--- src/rtl/camHostPkg.sv ---
package camHostPkg;

  typedef enum logic [1:0] {
    KIND_READ    = 2'd0,
    KIND_WRITE   = 2'd1,
    KIND_COMPARE = 2'd2,
    KIND_CONTROL = 2'd3
  } cmdKind_e;

  // Strobes from the control to the datapath, valid for one clock.
  typedef struct packed {
    logic capture;       // latch the field
    logic loadData;      // latch data bus and validity
    logic fieldFromBus;  // field comes from the low data bits
    logic openRead;      // start the read drive window
    logic closeRead;     // strobe seen high: end the window
  } pathStrobes_t;

endpackage

--- src/rtl/camHostCtrl.sv ---
module camHostCtrl
  import camHostPkg::*;
(
  input  logic         clk,
  input  logic         rstN,
  input  logic         modeSelSw,
  input  logic         enN,
  input  logic         wN,
  input  logic         cs1N,
  input  logic         cs2N,
  input  logic         avN,
  output pathStrobes_t strobes,
  output logic         cmdValid,
  output cmdKind_e     cmdKind
);

  localparam int SYNC_DEPTH = 3;

  logic [SYNC_DEPTH-1:0] enSync;
  logic                  swMode;
  logic                  fallSeen;
  logic                  selected;
  logic                  decOk;
  logic                  busField;
  logic                  issue;
  cmdKind_e              decKind;

  // Two flops to synchronise, one more to find the edge.
  always_ff @(posedge clk) begin
    if (!rstN) begin
      enSync <= '1;
      swMode <= modeSelSw;
    end else begin
      enSync <= {enSync[SYNC_DEPTH-2:0], enN};
    end
  end

  assign fallSeen = enSync[2] & ~enSync[1];
  assign selected = ~cs1N | ~cs2N;

  always_comb begin
    decKind  = KIND_READ;
    decOk    = 1'b1;
    busField = 1'b0;
    if (!swMode) begin
      if (!avN) decKind = wN ? KIND_READ : KIND_WRITE;
      else      decKind = wN ? KIND_CONTROL : KIND_COMPARE;
    end else begin
      if (!avN) begin
        decKind = wN ? KIND_READ : KIND_WRITE;
      end else if (!wN) begin
        decKind  = KIND_CONTROL;
        busField = 1'b1;
      end else begin
        decOk = 1'b0;
      end
    end
  end

  assign issue = fallSeen & selected & decOk;

  always_comb begin
    strobes.capture      = issue;
    strobes.loadData     = issue & ~wN;
    strobes.fieldFromBus = busField;
    strobes.openRead     = issue & (decKind == KIND_READ);
    strobes.closeRead    = enSync[1];
  end

  always_ff @(posedge clk) begin
    if (!rstN) begin
      cmdValid <= 1'b0;
      cmdKind  <= KIND_READ;
    end else begin
      cmdValid <= issue;
      if (issue) cmdKind <= decKind;
    end
  end

endmodule

--- src/rtl/camHostPath.sv ---
module camHostPath
  import camHostPkg::*;
#(
  parameter int DATA_W  = 32,
  parameter int FIELD_W = 12
) (
  input  logic               clk,
  input  logic               rstN,
  input  pathStrobes_t       strobes,
  input  logic               enN,
  input  logic [FIELD_W-1:0] acField,
  input  logic [DATA_W-1:0]  dqIn,
  input  logic               vbIn,
  input  logic [DATA_W-1:0]  rdData,
  input  logic               rdEntryValid,
  output logic [DATA_W-1:0]  dqOut,
  output logic               dqOe,
  output logic               vbOut,
  output logic               vbOe,
  output logic [FIELD_W-1:0] cmdField,
  output logic [DATA_W-1:0]  cmdData,
  output logic               cmdEntryValid
);

  logic               readWin;
  logic [FIELD_W-1:0] busField;

  // The instruction field is cut from the data bus; a narrow bus is zero-extended.
  generate
    if (DATA_W >= FIELD_W) begin : g_sliceField
      assign busField = dqIn[FIELD_W-1:0];
    end else begin : g_padField
      assign busField = {{(FIELD_W-DATA_W){1'b0}}, dqIn};
    end
  endgenerate

  always_ff @(posedge clk) begin
    if (!rstN) begin
      cmdField      <= '0;
      cmdData       <= '0;
      cmdEntryValid <= 1'b0;
      readWin       <= 1'b0;
    end else begin
      if (strobes.capture)
        cmdField <= strobes.fieldFromBus ? busField : acField;
      if (strobes.loadData) begin
        cmdData       <= dqIn;
        cmdEntryValid <= ~vbIn;
      end
      if (strobes.openRead)       readWin <= 1'b1;
      else if (strobes.closeRead) readWin <= 1'b0;
    end
  end

  // The raw strobe gates the drivers, so they release at once.
  assign dqOe  = readWin & ~enN;
  assign vbOe  = dqOe;
  assign dqOut = dqOe ? rdData : '0;
  assign vbOut = dqOe ? ~rdEntryValid : 1'b1;

endmodule

--- src/rtl/camHostFront.sv ---
module camHostFront
  import camHostPkg::*;
#(
  parameter int DATA_W  = 32,
  parameter int FIELD_W = 12
) (
  input  logic               clk,
  input  logic               rstN,
  input  logic               modeSelSw,
  input  logic               enN,
  input  logic               wN,
  input  logic               cs1N,
  input  logic               cs2N,
  input  logic               avN,
  input  logic [FIELD_W-1:0] acField,
  input  logic [DATA_W-1:0]  dqIn,
  output logic [DATA_W-1:0]  dqOut,
  output logic               dqOe,
  input  logic               vbIn,
  output logic               vbOut,
  output logic               vbOe,
  input  logic [DATA_W-1:0]  rdData,
  input  logic               rdEntryValid,
  output logic               cmdValid,
  output logic [1:0]         cmdKind,
  output logic [FIELD_W-1:0] cmdField,
  output logic [DATA_W-1:0]  cmdData,
  output logic               cmdEntryValid
);

  pathStrobes_t strobes;
  cmdKind_e     kindReg;

  camHostCtrl i_ctrl (
    .clk      (clk),
    .rstN     (rstN),
    .modeSelSw(modeSelSw),
    .enN      (enN),
    .wN       (wN),
    .cs1N     (cs1N),
    .cs2N     (cs2N),
    .avN      (avN),
    .strobes  (strobes),
    .cmdValid (cmdValid),
    .cmdKind  (kindReg)
  );

  camHostPath #(.DATA_W(DATA_W), .FIELD_W(FIELD_W)) i_path (
    .clk          (clk),
    .rstN         (rstN),
    .strobes      (strobes),
    .enN          (enN),
    .acField      (acField),
    .dqIn         (dqIn),
    .vbIn         (vbIn),
    .rdData       (rdData),
    .rdEntryValid (rdEntryValid),
    .dqOut        (dqOut),
    .dqOe         (dqOe),
    .vbOut        (vbOut),
    .vbOe         (vbOe),
    .cmdField     (cmdField),
    .cmdData      (cmdData),
    .cmdEntryValid(cmdEntryValid)
  );

  assign cmdKind = kindReg;

endmodule

--- config.mk ---
export PLATFORM = sky130hd
export DESIGN_NAME = camHostFront
export DESIGN_NICKNAME = d
export VERILOG_FILES = /design/src/rtl/camHostPkg.sv /design/src/rtl/camHostCtrl.sv /design/src/rtl/camHostPath.sv /design/src/rtl/camHostFront.sv
export SDC_FILE = /design/constraint.sdc
export NUM_CORES = 1
export LEC_CHECK = 0
export BUFFER_PORTS_ARGS = -buffer_cell sky130_fd_sc_hd__buf_2
export CAP_MARGIN = 25
export CORE_ASPECT_RATIO = 1.4
export CORE_MARGIN = 1
export CORE_UTILIZATION = 41
export CTS_BUF_LIST = sky130_fd_sc_hd__clkbuf_16
export DETAILED_ROUTE_END_ITERATION = 16
export GPL_ROUTABILITY_DRIVEN = 0
export PLACE_DENSITY = 0.78
export SETUP_SLACK_MARGIN = 0.02
export SLEW_MARGIN = 5
export SYNTH_ARGS = -nofsm -noshare
export SYNTH_HDL_FRONTEND = slang
export SYNTH_HIERARCHICAL = 1
export SYNTH_SLANG_ARGS = --single-unit
export TNS_END_PERCENT = 30
--- constraint.sdc ---
create_clock -name clk -period 1.85 [get_ports clk]
set_clock_uncertainty 0.1 [all_clocks]
set_input_delay 0.0925 -clock clk [delete_from_list [all_inputs] [get_ports clk]]
set_output_delay 0.0925 -clock clk [all_outputs]
set_load 0.005 [all_outputs]
==> results_dict.tcl <==
set metrics [dict create \
    outcome "completed" \
    dieArea_um2 6120 \
    synth_warnings 6 \
    clock_power_share_pct 40.6 \
    hold_path_class "in -> reg" \
    clkSinkCount 53 \
    netSwitchingPower_uw 539 \
    grt_pass1_wl_um 10200 \
    leakage_nw 1.88 \
    syn_area_per_cell_um2 10.2 \
    wirelength_um 6850 \
    drt_iter0_drc 85 \
    fin_crit_ns 1.68 \
    pwr-share-comb_pct 12.7 \
    ant_nets 0 \
    setup_viol 0 \
    synth_area_leaders "dfxtp_1 (44%), mux2i_1 (19%), nor2b_1 (8.9%)" \
    seq_area_frac_synth_pct 45.0 \
    layout_common_cells "buf_2 (168), dfxtp_1 (52), mux2i_1 (46)" \
    grt.total_usage_pct 22.1 \
    startpoint_type "input pin" \
    slew_headroom_pct 63.4 \
    syn_area_um2 2380 \
    syn2layout_area_growth_pct 60.2 \
    cts-root-buf "clkbuf_16" \
    r2r_slack_ns 0.17 \
    ios 169 \
    drv_slew 0 \
    io_buffers 168 \
    crit_top_cell "buf_2" \
    ir_drop_uv 499 \
    place_area_um2 3240 \
    ys_types 26 \
    max-cap-violations 0 \
    yosysTopAreaCellShare_pct 43.7 \
    nFillCells 461 \
    via_per_inst 4.63 \
    synth_area_leader_cell "dfxtp_1" \
    cts_htree_levels 2 \
    post_cts_buffers 0 \
    die_y_um 92.2 \
    start_util_pct 42.8 \
    intPower_mw 2.01 \
    slowest_delay_ns 0.55 \
    crit_path_top_delay_cell "dlygate4sd3_1" \
    required_ns 1.66 \
    clock.fmax_mhz 594 \
    tns_ns 0 \
    hold_viol 0 \
    fin_area_um2 3810 \
    vias 2346 \
    fin_crit_sh_pct 91.1 \
    antenna_cells 0 \
    cts_tree "yes" \
    drive_gt1_share_pct 42.4 \
    drt_first_pass_iters 4 \
    core-area_um2 5570 \
    synth_fp_nets 322 \
    wl_per_cell_um 13.5 \
    worstPathCellList "dlygate4sd3_1, buf_2, and2b_1, buf_4, and2_1, buf_2" \
    worstSkewPairLatency_ns 0.28 \
    grt_max_degree 37 \
    crit_path_end_kind "output port" \
    nets 526 \
    grt_antenna_before_repair 0 \
    cts.path.max_buffers 2 \
    clkTransAtPathRegs_ns 0.06 \
    grt_pass1_vias 2237 \
    cts-resized-gates 0 \
    sw_frac_of_total_pct 21.1 \
    powerDensity_nw_per_um2 668 \
    synthCells 234 \
    cts_buffers 5 \
    rows 32 \
    ys_seq_elements 53 \
    arrival_ns 1.49 \
    hold_ws_ns 0.00488 \
    rsz0062_at_grt "no" \
    worstSetupPathType "in -> out" \
    drc_errors 0 \
    final_common_cell "buf_2" \
    path_max_fanout 35 \
    p_seq_share_pct 46.7 \
    worst_slew_pin_slew_ns 0.549 \
    fp.dieW_um 66.4 \
    place_hpwl_um 4570 \
    overflow 0 \
]
worst paths after layout:
path              cells after the start             start                 end
hold reg to reg                       1  i_ctrl/enSync[0]    i_ctrl/enSync[1]
setup / recovery                      6               enN            dqOut[1]
setup reg to reg                      6     i_ctrl/swMode  i_path/cmdData[23]
hold / removal                        3           dqIn[9]   i_path/cmdData[9]
worst max-delay path: cells and delay by family:
family / cells / cell delay, ns
simple gates: 2 / 0.36
buf+inv: 4 / 1.03
power by group through the flow:
stage	clock network, mW	logic [mW]	registers (mW)
2_1_floorplan	0	0.114	1.22
3_3_place_gp	0	0.246	1.21
3_5_place_dp	0	0.251	1.22
4_1_cts	1.06	0.321	1.19
5_1_grt	1.10	0.352	1.19
6_report	1.03	0.324	1.19
through the flow:
stage / worst slack, ns / power, mW / instances / utilization [%]
after floorplan: 0.293 / 1.33 / 234 / -
after global placement: 0.267 / 1.46 / 458 / 58.1
after detailed placement: 0.177 / 1.47 / 458 / 58.1
after CTS: 0.172 / 2.57 / 507 / 68.5
after global routing: 0.0507 / 2.64 / 507 / 68.5
final: 0.165 / 2.55 / 507 / 68.5
cells by family (layout without fill, tap and decap cells):
logic type,Yosys count,after routing,synth area share [%]
mux,46,46,19.3
fa+ha+maj,2,2,1.05
simple gates,82,82,21.3
flops,53,53,45.0
compound gates,29,29,6.78
buf+inv,22,227,6.52
state kept, by name (all words and copies together) (netlist names):
register / flops
i_ctrl/cmdValid: 1
i_path/cmdField: 12
i_ctrl/swMode: 1
i_ctrl/enSync: 3
i_path/cmdData: 32
i_path/cmdEntryValid: 1
i_path/readWin: 1
i_ctrl/cmdKind: 2
cell usage after synthesis (all sizes together):
cell type and number:
a21oi 12, and2 33, and2b 1, buf 13, clkbuf 6, dfxtp 52
edfxtp 1, ha 2, inv 3, mux2i 46, nand2 7, nand2b 3
nand4b 1, nor2 3, nor2b 34, o211a 1, o211ai 1, o21a 1
o21ai 13, o32a 1
final cells by class:
class                      instances  area, µm²  share of cell area, %
inverter                           3       11.3                  0.295
clock buffer                       5        125                   3.28
multi-input combinational        159       1160                   30.5
timing repair buffer             216       1320                   34.5
sequential                        53       1070                   28.1
tap                               68       85.1                   2.23
clock inverter                     3       42.5                   1.12
routing by layer:
layer  track usage [%]  share of wire (%)  vias up
met5                 0                  0        -
met4              9.93                2.4        0
met3              3.73                4.5       17
met2              40.5                 54       87
met1              23.8                 39     1064
li1                  -                  -     1178
what timing repair did:
item	in CTS	in global routing
hold endpoints to repair	41	0
endpoints found under the setup margin	0	0
hold buffers	41	0
Power figures use the tool's default switching activity.
